===== src/rtl/xmul_pkg.sv =====
package xmul_pkg;
  localparam int OPW    = 8;
  localparam int PRW    = 2 * OPW;
  localparam int NCOL   = 2 * OPW - 1;
  localparam int MAXORD = 7;

  typedef logic [PRW-1:0] row_t;

  // lowest multiplier bit index that contributes to column i
  function automatic int col_lo(int i);
    return (i < OPW) ? 0 : i - OPW + 1;
  endfunction

  // number of AND terms that land in column i
  function automatic int col_h(int i);
    return (i < OPW) ? i + 1 : NCOL - i;
  endfunction
endpackage


===== src/rtl/xmul_counter.sv =====
module xmul_counter #(
  parameter int N = 7
) (
  input  logic [N-1:0] bits_i,
  output logic [2:0]   cnt_o
);
  always_comb begin
    cnt_o = '0;
    for (int k = 0; k < N; k++) begin
      cnt_o = cnt_o + {2'b00, bits_i[k]};
    end
    // a count of N inputs never exceeds N
    a_r3_cnt_bound: assert (int'(cnt_o) <= N);
  end
endmodule


===== src/rtl/xmul_colstage.sv =====
module xmul_colstage
  import xmul_pkg::*;
(
  input  logic [OPW-1:0] a_i,
  input  logic [OPW-1:0] b_i,
  output row_t           w1_row_o,
  output row_t           pa_row_o,
  output row_t           pb_row_o,
  output row_t           w2_row_o,
  output row_t           w4_row_o
);
  logic [NCOL-1:0] cw1, cw2, cw4, pa, pb;

  for (genvar i = 0; i < NCOL; i++) begin : g_col
    localparam int H  = col_h(i);
    localparam int LO = col_lo(i);
    logic [H-1:0] colv;

    for (genvar t = 0; t < H; t++) begin : g_term
      assign colv[t] = a_i[i-LO-t] & b_i[LO+t];
    end

    if (H >= 4) begin : g_cnt
      localparam int ORD = (H > MAXORD) ? MAXORD : H;
      logic [2:0] cnt;
      xmul_counter #(.N(ORD)) u_cnt (
        .bits_i (colv[ORD-1:0]),
        .cnt_o  (cnt)
      );
      assign cw1[i] = cnt[0];
      assign cw2[i] = cnt[1];
      assign cw4[i] = cnt[2];
      if (H > ORD) begin : g_left
        assign pa[i] = colv[ORD];
      end else begin : g_noleft
        assign pa[i] = 1'b0;
      end
      assign pb[i] = 1'b0;
    end else begin : g_pass
      assign cw1[i] = colv[0];
      assign cw2[i] = 1'b0;
      assign cw4[i] = 1'b0;
      if (H > 1) begin : g_p1
        assign pa[i] = colv[1];
      end else begin : g_np1
        assign pa[i] = 1'b0;
      end
      if (H > 2) begin : g_p2
        assign pb[i] = colv[2];
      end else begin : g_np2
        assign pb[i] = 1'b0;
      end
    end
  end

  always_comb begin
    w1_row_o = {1'b0, cw1};
    pa_row_o = {1'b0, pa};
    pb_row_o = {1'b0, pb};
    w2_row_o = {cw2, 1'b0};
    w4_row_o = {cw4[NCOL-2:0], 2'b00};
  end
endmodule


===== src/rtl/xmul_csa.sv =====
module xmul_csa
  import xmul_pkg::*;
(
  input  row_t x_i,
  input  row_t y_i,
  input  row_t z_i,
  output row_t sum_o,
  output row_t car_o
);
  row_t maj;
  always_comb begin
    maj   = (x_i & y_i) | (x_i & z_i) | (y_i & z_i);
    sum_o = x_i ^ y_i ^ z_i;
    car_o = {maj[PRW-2:0], 1'b0};
  end
endmodule


===== src/rtl/crosswise_mul.sv =====
module crosswise_mul
  import xmul_pkg::*;
#(
  parameter bit OUT_REG = 1'b1
) (
  input  logic           clk,
  input  logic           rst_n,
  input  logic [OPW-1:0] a_i,
  input  logic [OPW-1:0] b_i,
  output logic [PRW-1:0] prod_o
);
  row_t w1_row, pa_row, pb_row, w2_row, w4_row;
  row_t s1, c1, s2, c2, s3, c3;
  row_t sum_d;

  xmul_colstage u_cols (
    .a_i      (a_i),
    .b_i      (b_i),
    .w1_row_o (w1_row),
    .pa_row_o (pa_row),
    .pb_row_o (pb_row),
    .w2_row_o (w2_row),
    .w4_row_o (w4_row)
  );

  xmul_csa u_csa1 (.x_i(w1_row), .y_i(pa_row), .z_i(pb_row), .sum_o(s1), .car_o(c1));
  xmul_csa u_csa2 (.x_i(s1),     .y_i(c1),     .z_i(w2_row), .sum_o(s2), .car_o(c2));
  xmul_csa u_csa3 (.x_i(s2),     .y_i(c2),     .z_i(w4_row), .sum_o(s3), .car_o(c3));

  always_comb sum_d = s3 + c3;

  // a zero operand yields a zero sum
  a_r2_zero_operand: assert property (@(posedge clk) disable iff (!rst_n)
    (a_i == '0 || b_i == '0) |-> (sum_d == '0));

  // largest operands
  a_r4_max_operands: assert property (@(posedge clk) disable iff (!rst_n)
    (&a_i && &b_i) |-> (sum_d == 16'hFE01));

  // single-bit operands give a single-bit product
  a_r5_single_bits: assert property (@(posedge clk) disable iff (!rst_n)
    ($countones(a_i) == 1 && $countones(b_i) == 1) |-> ($countones(sum_d) == 1));

  if (OUT_REG) begin : g_reg
    row_t prod_d, prod_q;
    always_comb prod_d = sum_d;
    always_ff @(posedge clk or negedge rst_n) begin
      if (!rst_n) prod_q <= '0;
      else        prod_q <= prod_d;
    end
    assign prod_o = prod_q;

    // registered output carries last edge's product
    a_r6_registered: assert property (@(posedge clk) disable iff (!rst_n)
      (rst_n && $past(rst_n)) |->
        (prod_o == ({{OPW{1'b0}}, $past(a_i)} * {{OPW{1'b0}}, $past(b_i)})));
  end else begin : g_comb
    assign prod_o = sum_d;

    // combinational product matches the operands
    a_r1_product: assert property (@(posedge clk) disable iff (!rst_n)
      prod_o == ({{OPW{1'b0}}, a_i} * {{OPW{1'b0}}, b_i}));
  end
endmodule


===== config.mk =====
export PLATFORM = sky130hd
export DESIGN_NAME = crosswise_mul
export DESIGN_NICKNAME = d
export VERILOG_FILES = /design/src/rtl/xmul_pkg.sv /design/src/rtl/xmul_counter.sv /design/src/rtl/xmul_colstage.sv /design/src/rtl/xmul_csa.sv /design/src/rtl/crosswise_mul.sv
export SDC_FILE = /design/constraint.sdc
export NUM_CORES = 1
export LEC_CHECK = 0
export BUFFER_PORTS_ARGS = -buffer_cell sky130_fd_sc_hd__buf_2
export CAP_MARGIN = 20
export CORE_MARGIN = 2
export CORE_UTILIZATION = 50
export CTS_BUF_LIST = sky130_fd_sc_hd__clkbuf_16
export CTS_CLUSTER_DIAMETER = 120
export DETAILED_ROUTE_END_ITERATION = 8
export HOLD_SLACK_MARGIN = 0.08
export PLACE_DENSITY = 0.77
export RECOVER_POWER = 50
export REMOVE_ABC_BUFFERS = 1
export SYNTH_ARGS = -nofsm -noshare
export SYNTH_HDL_FRONTEND = slang
export SYNTH_SLANG_ARGS = --single-unit

===== constraint.sdc =====
create_clock -name clk -period 0.87 [get_ports clk]
set_input_delay 0.174 -clock clk [delete_from_list [all_inputs] [get_ports clk]]
set_output_delay 0.174 -clock clk [all_outputs]
set_load 0.02 [all_outputs]

# Word level (Yosys, flattened, before mapping)
# Cells that the tools add are included.
# W data, S select, Z words.
[word_totals]
ff_bits = 16
in_bits = 18
[classes]
add_sub_neg = 43
bitwise = 85
[ops]
columns = ["cell", "count"]
rows = [
  ["$or A15 B15 Y15", 5],
  ["$add A3 B1 Y3", 24],
  ["$and A1 B1 Y1", 64],
  ["$and A15 B13 Y15", 3],
  ["$and A15 B14 Y15", 3],
  ["$and A15 B15 Y15", 2],
  ["$add A2 B1 Y3", 9],
  ["$add A1 B1 Y2", 9],
  ["$add A16 B16 Y16", 1],
  ["$xor A15 B16 Y16", 1],
  ["$xor A16 B13 Y16", 1],
  ["$xor A16 B14 Y16", 1],
  ["$xor A16 B16 Y16", 1],
  ["$or A15 B14 Y15", 1],
  ["$xor A15 B13 Y15", 1],
  ["$xor A15 B14 Y15", 1],
  ["$and A14 B13 Y14", 1],
]

# Depth between registers and ports, before layout
# Gate-level depths: netlist (run 1).
[depth]
depth_word = 17
depth_mapped = 18
mapped_depth_nobuf = 18

# Modules after synthesis
# Synthesis (run 1) repeated with hierarchy kept, for this count alone.
[unflattened]
cells_unflattened = 382
hier_area_um2 = 3767.4
[modules_own_cells]
columns = ["mod", "instances", "cells_per_inst", "area_each_um2"]
rows = [
  ["crosswise_mul", 1, 128, 1228.7],
  ["xmul_csa", 3, 18, 335.3],
  ["xmul_colstage", 1, 108, 726.9],
  ["xmul_counter at u_cols.g_col[6].g_cnt.u_cnt ...", 3, 12, 110.1],
  ["xmul_counter at u_cols.g_col[5].g_cnt.u_cnt ...", 2, 12, 102.6],
  ["xmul_counter at u_cols.g_col[10].g_cnt.u_cnt ...", 2, 8, 71.3],
  ["xmul_counter at u_cols.g_col[11].g_cnt.u_cnt ...", 2, 8, 63.8],
]

# Least setup slack after synthesis (run 1)
# Ideal clock, no wire load.
[synth_timing]
kind = "input to register"
startpoint = "input port a_i[7]"
endpoint = "register g_reg.prod_q[14], in the netlist prod_o[14]"
t_arrival_ps = 4367
t_required_ps = 747
setup_slack_ps = -3620
path_stages = 16
path_buffers = 0
cell_sequence = "nand2_1 > fa_1 > fa_1 > inv_1 > fa_1 > inv_1 > fa_1 > inv_1 > fa_1 > fa_1 > ha_1 > o21ai_1 > o21ai_1 > a2111oi_0 > or3_1 > xnor2_1"
[synth_between]
elab_chain_len = 17
[synth_rtl]
columns = ["item", "line_no", "text"]
rows = [
  ["start, declared", "crosswise_mul.sv:8", "input logic [OPW-1:0] a_i,"],
  ["$and A1 B1 Y1", "xmul_colstage.sv:20", "assign colv[t] = a_i[i-LO-t] & b_i[LO+t];"],
  ["$add A1 B1 Y2", "xmul_counter.sv:10", "cnt_o = cnt_o + {2'b00, bits_i[k]};"],
  ["$add A2 B1 Y3", "xmul_counter.sv:10", ""],
  ["$add A3 B1 Y3 (4 in series)", "xmul_counter.sv:10", ""],
  ["$and A15 B14 Y15 or $and A15 B13 Y15 (tied branches)", "xmul_csa.sv:12", "maj = (x_i & y_i) | (x_i & z_i) | (y_i & z_i);"],
  ["$or A15 B15 Y15", "xmul_csa.sv:12", ""],
  ["$or A15 B14 Y15", "xmul_csa.sv:12", ""],
  ["$and A15 B15 Y15", "xmul_csa.sv:12", ""],
  ["$or A15 B15 Y15 (2 in series)", "xmul_csa.sv:12", ""],
  ["$and A15 B15 Y15", "xmul_csa.sv:12", ""],
  ["$or A15 B15 Y15 (2 in series)", "xmul_csa.sv:12", ""],
  ["$add A16 B16 Y16 *", "crosswise_mul.sv:30", "always_comb sum_d = s3 + c3;"],
  ["via g_reg.prod_d[14]", "crosswise_mul.sv:45", "row_t prod_d, prod_q;"],
  ["end signal, assigned", "crosswise_mul.sv:49", "else prod_q <= prod_d;"],
  ["end, declared", "crosswise_mul.sv:45", ""],
]
# Mark *: on every way through the listed nets, which the timed path passes. The rest lies on a longest branch.

# Worst setup path after layout (run 1)
[layout_timing]
startpoint = "input port b_i[3]"
endpoint = "register g_reg.prod_q[14], in the netlist prod_o[14]"
[layout_between]
elab_chain_len = 16
[layout_rtl]
columns = ["item", "line_no", "text"]
rows = [
  ["start, declared", "crosswise_mul.sv:9", "input logic [OPW-1:0] b_i,"],
  ["$and A1 B1 Y1", "xmul_colstage.sv:20", ""],
  ["$add A2 B1 Y3 or $add A1 B1 Y2 (tied branches)", "xmul_counter.sv:10", ""],
  ["$add A3 B1 Y3 or $add A2 B1 Y3 (tied branches)", "xmul_counter.sv:10", ""],
  ["$add A3 B1 Y3 (3 in series)", "xmul_counter.sv:10", ""],
  ["$and A15 B14 Y15 or $and A15 B13 Y15 (tied branches)", "xmul_csa.sv:12", ""],
  ["$or A15 B15 Y15", "xmul_csa.sv:12", ""],
  ["$or A15 B14 Y15", "xmul_csa.sv:12", ""],
  ["$and A15 B15 Y15", "xmul_csa.sv:12", ""],
  ["$or A15 B15 Y15 (2 in series)", "xmul_csa.sv:12", ""],
  ["$and A15 B15 Y15", "xmul_csa.sv:12", ""],
  ["$or A15 B15 Y15 (2 in series)", "xmul_csa.sv:12", ""],
  ["$add A16 B16 Y16 *", "crosswise_mul.sv:30", ""],
  ["via g_reg.prod_d[14]", "crosswise_mul.sv:45", ""],
]
# Marks and branches as above.

==> results.md, run 1 <==
- CTS tree: done
- Unique masters post-synth: 24
- Die W: 72.94 µm
- Ys Warns: 0
- WHS: 0.2871 ns
- Routed vias/inst: 5.334
- Final period demand of the worst path: 4.161 ns
- Net Sw Frac: 0.4102
- Clock power frac: 0.089
- Relative slew slack: 0.7246
- Crit path DAT: 4.29 ns
- Slew @ Worst Pin: 0.4130 ns
- Setup crit start: b_i[3]
- Commonest non-fill, non-tap cell in the layout: buf_6
- Port buffer count: 33
- Data required time of the critical path: 1.00 ns
- Remaining antenna violation count after routing: 0
- Non-Filler Instances: 377
- Worst hold path startpoint: a_i[0]
- Combinational share of power: 0.787
- Commonest non-fill, non-tap cells in the layout: buf_6, and2_1, fa_1
- Critical setup path kind: input port to register
- Period utilisation layout: 4.783
- Startpoint Class: input port
- Final setup violation count: 30
- Vias in the first global route: 2,122
- Cell count after synthesis: 237
- Routed via count: 2,011
- Failing checks: setup timing
- Critical Path Sink Type: register
- Initial antenna violation count: 0
- Min-Delay Endpoint: prod_o[0]
- Max IR drop VDD: 1.543 mV
- Placed cells: 364
- Cell internal pwr: 0.005890 W
- Power Density: 2691 nW/µm²
- Endpoints failing hold: 0
- Die area: 5320 µm²
- Avg WL per Cell: 16.45 µm
- Final net count: 415
- Max-Cap Viols: 0
- I/O Pins: 34
- CP Max Fanout: 5
- CTS sink cnt: 16
- Total wire length: 6203 µm
- Antenna diodes: 0
- Mean area per synthesized cell: 10.03 µm²
- DR pass1 iterations: 4
- Starting DRC count in detailed routing: 98
- First-pass GRT wire length: 9798 µm
- Main synth FF type: dfrtp_1
- CTS buffer count: 3
- RSZ-0062 raised after global routing: yes
- Starting Density: 0.5098
- Total power: 0.009986 W
- Clock transition at path regs: 0.05 ns
- Htree depth: 1
- Post-route DRC violation count: 0
- Register area share after synthesis: 0.1685
- Status: complete, but fails checks
- Overflow after GRT: 0
- Global placement routability congestion: 0.8774
- Post-synth EDFFs: 0
- Clock Path Buffers: 2
- Sw Pwr: 0.004097 W
- Dpl hpwl: 4243 µm
- Row Count: 25
- Total leakage power: 1.750 nW
- Final WS setup: -3.291 ns
- Largest net degree at the start of global routing: 17
- Synthesis-to-layout area growth: 56.19%
- Highest Clock Rate: 240.3 MHz
- CTS root buf: clkbuf_16
- Largest register FFs: 16
- Final Core Density: 0.7962
- Hold depth: 3
- Post-synthesis async set-or-reset flop share: 1.000
- Mapped cell area: 2376 µm²
- Gr usage total: 0.2493
- Pins over their slew limit: 0
- Core area: 4661 µm²
- DIE HEIGHT: 72.94 µm
- Min-Delay Path Class: input port to register
- Share of cells above drive strength 1: 0.4768
- Power share of the sequential group: 0.124
- Synthesized flop and latch total: 16
-- cell type report --
type / instances / area [µm²]
multi-input combinational: 178 / 2231
fill: 264 / 949.7
timing repair buffer: 82 / 772.0
sequential: 16 / 400.4
inverter: 43 / 161.4
clock buffer: 3 / 75.07
tap: 54 / 67.56
clock inverter: 1 / 3.754
-- per-stage QoR --
stage / setup TNS, ns / setup WS, ns / cell area, µm²
after floorplan: -36.70 / -3.620 / 2376
after global placement: -41.27 / -3.767 / 2909
after detailed placement: -41.92 / -3.874 / 2909
after CTS: -35.62 / -3.289 / 3477
after global routing: -37.19 / -3.390 / 3711
final: -35.76 / -3.291 / 3711
-- cell families after synthesis --
logic type,count (synthesis),share of synthesized area
xor gates and xnor gates,10,0.03686
buffers and inverters,43,0.06793
AOI/OAI and AO/OA,19,0.05108
and+or+nand+nor,76,0.1711
adders and majority gates,73,0.5045
DFF,16,0.1685
-- how the worst max path moves through the flow --
| stage | endpoint | slack (ns) | cells past startpoint |
|---|---|---|---|
| after floorplan | prod_o[14] | -3.62 | 16 |
| after global placement | prod_o[14] | -3.77 | 17 |
| after detailed placement | prod_o[15] | -3.87 | 17 |
| after CTS | prod_o[14] | -3.29 | 17 |
| after global routing | prod_o[14] | -3.39 | 17 |
| final | prod_o[14] | -3.29 | 17 |
-- timing repair --
action                                 in CTS  in global routing
pin swaps                                  50                 34
hold buffers                                1                  0
setup endpoints to repair                  30                 30
setup buffers                               3                  5
endpoints found under the hold margin      16                  0
gates resized for setup                    98                 46
-- Yosys cell counts, types with 2 or more instances --
cell type	n	share of area
and2_1	44	0.12
inv_1	43	0.068
fa_1	38	0.32
ha_1	35	0.18
nand2_1	24	0.038
dfrtp_1	16	0.17
a21oi_1	6	0.013
xnor2_1	6	0.022
xor2_1	4	0.015
nand3_1	3	0.0063
o21ai_1	3	0.0063
a21o_1	2	0.0063
nor2_1	2	0.0032
-- worst max-delay path, stage by stage --
cell and delay (ns):
buf_8 0.09, nand2_4 0.04, fa_1 0.48, fa_1 0.51
inv_2 0.04, fa_2 0.33, inv_2 0.06, fa_1 0.42
inv_2 0.07, fa_1 0.42, fa_1 0.50, ha_4 0.33
o21ai_2 0.06, o21ai_2 0.14, a2111oi_2 0.08, or3_1 0.39
xnor2_1 0.14
-- layer usage --
layer  routed length, µm  up-vias  track usage
li1                    -      916            -
met1                2285     1017       0.2941
met2                3451       63       0.4616
met3                 295       15      0.03591
met4                 171        0      0.08230
met5                   0        -            0
-- power by group through the flow --
| stage | logic [W] | registers [W] | clock network, W |
|---|---|---|---|
| 2_1_floorplan | 0.00284 | 0.00156 | 0 |
| 3_3_place_gp | 0.00501 | 0.00116 | 0 |
| 3_5_place_dp | 0.00518 | 0.00116 | 0 |
| 4_1_cts | 0.00678 | 0.00123 | 0.000902 |
| 5_1_grt | 0.00849 | 0.00126 | 0.000938 |
| 6_report | 0.00786 | 0.00123 | 0.000888 |
No activity file was read; power rests on OpenSTA's default activity.
==> run 2, diff against run 1 <==
--- a/config.mk
+++ b/config.mk
@@ -10,3 +10,3 @@
 export CORE_MARGIN = 2
-export CORE_UTILIZATION = 50
+export CORE_UTILIZATION = 40
 export CTS_BUF_LIST = sky130_fd_sc_hd__clkbuf_16
@@ -15,3 +15,3 @@
 export HOLD_SLACK_MARGIN = 0.08
-export PLACE_DENSITY = 0.77
+export PLACE_DENSITY = 0.65
 export RECOVER_POWER = 50
==> constraint.sdc (replaced) <==
create_clock -name clk -period 0.87 [get_ports clk]
set_input_delay 0.0435 -clock clk [delete_from_list [all_inputs] [get_ports clk]]
set_output_delay 0.0435 -clock clk [all_outputs]
set_load 0.02 [all_outputs]
==> run 2 against run 1 <==
Net effect:
- the flow still finishes with violations (setup timing)
- wire length shrank 7.3%
- final cell count rose by 6.1%
- design area shrank 5.3%
- sequential cell count did not move
- critical endpoint unchanged
- highest routed layer unchanged
==> results.md, run 2 (synthesized netlist as in run 1, its figures left out) <==
- Pins over their slew limit: 0
- CTS sink cnt: 16
- Startpoint Class: input port
- Overflow after GRT: 0
- Net Sw Frac: 0.4119
- Period utilisation layout: 4.538
- RSZ-0062 raised after global routing: yes
- Remaining antenna violation count after routing: 0
- Clock transition at path regs: 0.05 ns
- Dpl hpwl: 4472 µm
- Share of cells above drive strength 1: 0.4185
- DIE HEIGHT: 81.07 µm
- Core area: 5816 µm²
- Crit path DAT: 4.08 ns
- Combinational share of power: 0.769
- Initial antenna violation count: 0
- Total power: 0.008778 W
- Critical Path Sink Type: register
- Cell internal pwr: 0.005162 W
- Row Count: 28
- CTS root buf: clkbuf_16
- Status: complete, but fails checks
- Data required time of the critical path: 1.00 ns
- Max-Cap Viols: 0
- Antenna diodes: 0
- Max IR drop VDD: 1.408 mV
- Highest Clock Rate: 253.3 MHz
- Total wire length: 5752 µm
- Sequential cell area: 400.4 µm²
- Starting DRC count in detailed routing: 37
- Hold depth: 3
- Synthesis-to-layout area growth: 47.97%
- CTS tree: done
- DR pass1 iterations: 4
- Clock Path Buffers: 2
- Clock power frac: 0.101
- Sw Pwr: 0.003616 W
- Die area: 6572 µm²
- Routed via count: 1,918
- Power Density: 2497 nW/µm²
- Slew @ Worst Pin: 0.3874 ns
- Post-route DRC violation count: 0
- I/O Pins: 34
- Largest net degree at the start of global routing: 17
- Port buffer count: 33
- Largest register FFs: 16
- Power share of the sequential group: 0.131
- Final setup violation count: 15
- Multi-input gate area: 2145 µm²
- First-pass GRT wire length: 9377 µm
- Final period demand of the worst path: 3.948 ns
- Endpoints failing hold: 0
- Fill count: 508
- Final net count: 417
- Die W: 81.07 µm
- Vias in the first global route: 2,043
- CP Max Fanout: 6
- Critical setup path kind: input port to register
- Final WS setup: -3.078 ns
- Min-Delay Path Class: input port to register
- CTS buffer count: 3
- Pre-CTS WS: -3.722 ns
- Failing checks: setup timing
- Starting Density: 0.4086
- Avg WL per Cell: 14.38 µm
- Relative slew slack: 0.7417
- Htree depth: 1
- Global placement routability congestion: 0.8890
- Gr usage total: 0.1926
- Commonest non-fill, non-tap cells in the layout: buf_4, and2_1, inv_1
- Total leakage power: 1.710 nW
- Routed vias/inst: 4.795
- Commonest non-fill, non-tap cell in the layout: buf_4
## run 2: cell types whose count changed in the layout (fill, tap and decap cells not counted), sizes merged
cell	before	now
buf	80	82
## run 2: path summary, 6_finish.rpt
kind | endpoint | from | slack (ns)
min in group asynchronous | prod_o[6] | rst_n | 0.25
max in group asynchronous | prod_o[13] | rst_n | 0.34
max | prod_o[14] | b_i[3] | -3.08
min | prod_o[0] | a_i[0] | 0.20
## run 2: power groups by stage
| stage | registers (W) | logic, W | clock network, W |
|---|---|---|---|
| after global routing | 0.00117 | 0.00745 | 0.000943 |
| final | 0.00115 | 0.00675 | 0.000883 |
| after detailed placement | 0.00116 | 0.00527 | 0 |
| after floorplan | 0.00156 | 0.00284 | 0 |
| after CTS | 0.00115 | 0.00630 | 0.000905 |
| after global placement | 0.00117 | 0.00517 | 0 |
## run 2: per-layer routing
| layer | wire length [µm] | up-vias | track usage |
|---|---|---|---|
| li1 | - | 916 | - |
| met1 | 2298 | 954 | 0.2295 |
| met2 | 3126 | 35 | 0.3479 |
| met3 | 195 | 13 | 0.03556 |
| met4 | 132 | 0 | 0.06441 |
| met5 | 0 | - | 0 |
## run 2: worst max-delay path, cell delays in order
cell      delay (ns)
buf_8           0.10
buf_6           0.11
buf_6           0.12
and2_1          0.14
fa_1            0.46
fa_1            0.55
ha_1            0.14
inv_1           0.05
fa_1            0.47
inv_1           0.04
ha_1            0.26
inv_1           0.05
fa_1            0.52
inv_1           0.06
ha_4            0.27
buf_6           0.10
a311oi_1        0.07
or3_1           0.37
xnor2_1         0.14
## run 2: per-stage QoR
stage / instances / hold slack (ns) / util / instance area, µm² / TNS, ns
2_1_floorplan: 237 / -0.2521 / - / 2376 / -34.87
3_3_place_gp: 392 / -0.02933 / 0.5138 / 2988 / -40.16
3_5_place_dp: 392 / -0.02693 / 0.5138 / 2988 / -40.64
4_1_cts: 400 / 0.1874 / 0.5960 / 3466 / -33.26
5_1_grt: 400 / 0.2336 / 0.6046 / 3516 / -34.57
6_report: 400 / 0.2046 / 0.6046 / 3516 / -33.21
## run 2: what timing repair did
action                                  in CTS  in global routing
endpoints found under the setup margin      14                 15
hold buffers                                 1                  0
endpoints found under the hold margin       16                  0
buffers inserted                             3                  1
pin swaps                                   49                 19
gates resized for setup                     66                 12
## run 2: area by class of cell
cell class | count | share of cell area
multi-input cells | 178 | 0.6100
inverters | 43 | 0.04591
clock buffers | 3 | 0.02135
well taps | 75 | 0.02669
repair buffers | 84 | 0.1811
flip-flops and latches | 16 | 0.1139
clock inverters | 1 | 0.001068
==> run 3, diff against run 2 <==
- TNS_END_PERCENT: unset -> 10
==> run 3 against run 2 <==
Net effect:
- the flow still finishes with violations (setup timing)
- first-iteration DRC count increased by 38%
- sequential power barely moved
- final cell count fell by 0.75%
- highest routed layer unchanged
==> results.md, run 3 (synthesized netlist as in run 1, its figures left out) <==
- CTS sink cnt: 16
- Initial antenna violation count: 0
- I/O Pins: 34
- Vias in the first global route: 1,952
- CTS tree: done
- Gr usage total: 0.1804
- Routed vias/inst: 4.766
- Startpoint Class: input port
- DIE HEIGHT: 81.07 µm
- Power Density: 2490 nW/µm²
- Max-Cap Viols: 0
- Final WS setup: -3.093 ns
- CP Max Fanout: 6
- Routed via count: 1,892
- Data required time of the critical path: 1.00 ns
- Die W: 81.07 µm
- Clock transition at path regs: 0.05 ns
- Failing checks: setup timing
- Fill count: 537
- Commonest non-fill, non-tap cells in the layout: buf_4, inv_1, and2_1
- Final Core Density: 0.5779
- Pins over their slew limit: 0
- Dpl hpwl: 4472 µm
- Synthesis-to-layout area growth: 41.44%
- Clock Path Buffers: 2
- Starting Density: 0.4086
- Min-Delay Path Class: input port to register
- Antenna diodes: 0
- Largest net degree at the start of global routing: 17
- Slew @ Worst Pin: 0.3818 ns
- Global placement routability congestion: 0.8890
- Multi-input gate area: 2027 µm²
- Critical Path Sink Type: register
- Largest register FFs: 16
- CTS buffer count: 3
- Pre-CTS WS: -3.722 ns
- Critical setup path kind: input port to register
- Share of cells above drive strength 1: 0.3789
- Status: complete, but fails checks
- Commonest non-fill, non-tap cell in the layout: buf_4
- Sequential cell area: 400.4 µm²
- Endpoints failing hold: 0
- Remaining antenna violation count after routing: 0
- Core area: 5816 µm²
- Area of placed instances: 2988 µm²
- RSZ-0062 raised after global routing: yes
- Total power: 0.008367 W
- Port buffer count: 33
- CTS root buf: clkbuf_16
- Relative slew slack: 0.7455
- Final instance area: 3361 µm²
- WHS: 0.1979 ns
- First-pass GRT wire length: 8887 µm
- Post-route DRC violation count: 0
- Row Count: 28
- Final period demand of the worst path: 3.963 ns
- Final net count: 414
- Overflow after GRT: 0
- Max IR drop VDD: 1.357 mV
- Highest Clock Rate: 252.3 MHz
- Avg WL per Cell: 13.22 µm
- Total wire length: 5249 µm
- Die area: 6572 µm²
- Crit path DAT: 4.09 ns
- Final setup violation count: 14
- DR pass1 iterations: 4
- Starting DRC count in detailed routing: 51
- Total leakage power: 1.691 nW
- Setup Buffers After CTS: 0
- Htree depth: 1
- Period utilisation layout: 4.556
-- run 3: area by class of cell --
type                            instances  share of cell area
Tap cell                               75             0.02792
Multi-Input combinational cell        178              0.6031
Timing Repair Buffer                   81              0.1783
Clock inverter                          1            0.001117
Sequential cell                        16              0.1191
Clock buffer                            3             0.02234
Inverter                               43             0.04803
-- run 3: per-layer routing --
| metal | share of wire | global-route usage | vias to the layer above | wire, µm |
|---|---|---|---|---|
| met5 | 0 | 0 | - | 0 |
| met4 | 0.016 | 0.05424 | 0 | 82 |
| met3 | 0.026 | 0.03000 | 6 | 136 |
| met2 | 0.52 | 0.3091 | 29 | 2748 |
| met1 | 0.43 | 0.2338 | 946 | 2281 |
| li1 | - | - | 911 | - |
-- run 3: metrics by stage --
step	instances	TNS, ns
3_3_place_gp	392	-40.16
3_5_place_dp	392	-40.64
2_1_floorplan	237	-34.87
6_report	397	-32.98
5_1_grt	397	-34.58
4_1_cts	397	-33.13
-- run 3: where the power goes --
group	switching (W)	internal [W]	total, W
combinational	0.00306	0.00328	0.00635
clock	0.000268	0.000608	0.000876
sequential	0.0000626	0.00108	0.00114
total	0.00339	0.00497	0.00837
-- run 3: worst paths after layout --
check	from	to	cells past startpoint
setup / recovery	b_i[3]	prod_o[14]	19
hold / removal	a_i[0]	prod_o[0]	3
min in group asynchronous	rst_n	prod_o[7]	2
max in group asynchronous	rst_n	prod_o[13]	2
-- run 3: what timing repair did --
action / CTS / global route
hold buffers: 1 / 0
gates cloned: 0 / 0
gates resized for setup: 54 / 5
pin swaps: 42 / 5
setup endpoints to repair: 14 / 14
endpoints found under the hold margin: 16 / 0
-- run 3: critical path: stages --
cell	delay, ns
buf_8	0.10
buf_4	0.13
buf_6	0.12
and2_1	0.14
fa_1	0.46
fa_1	0.55
ha_1	0.14
inv_1	0.04
fa_1	0.47
inv_1	0.04
ha_1	0.26
inv_1	0.05
fa_1	0.52
inv_1	0.06
ha_4	0.27
buf_6	0.10
a311oi_1	0.07
or3_1	0.37
xnor2_1	0.13
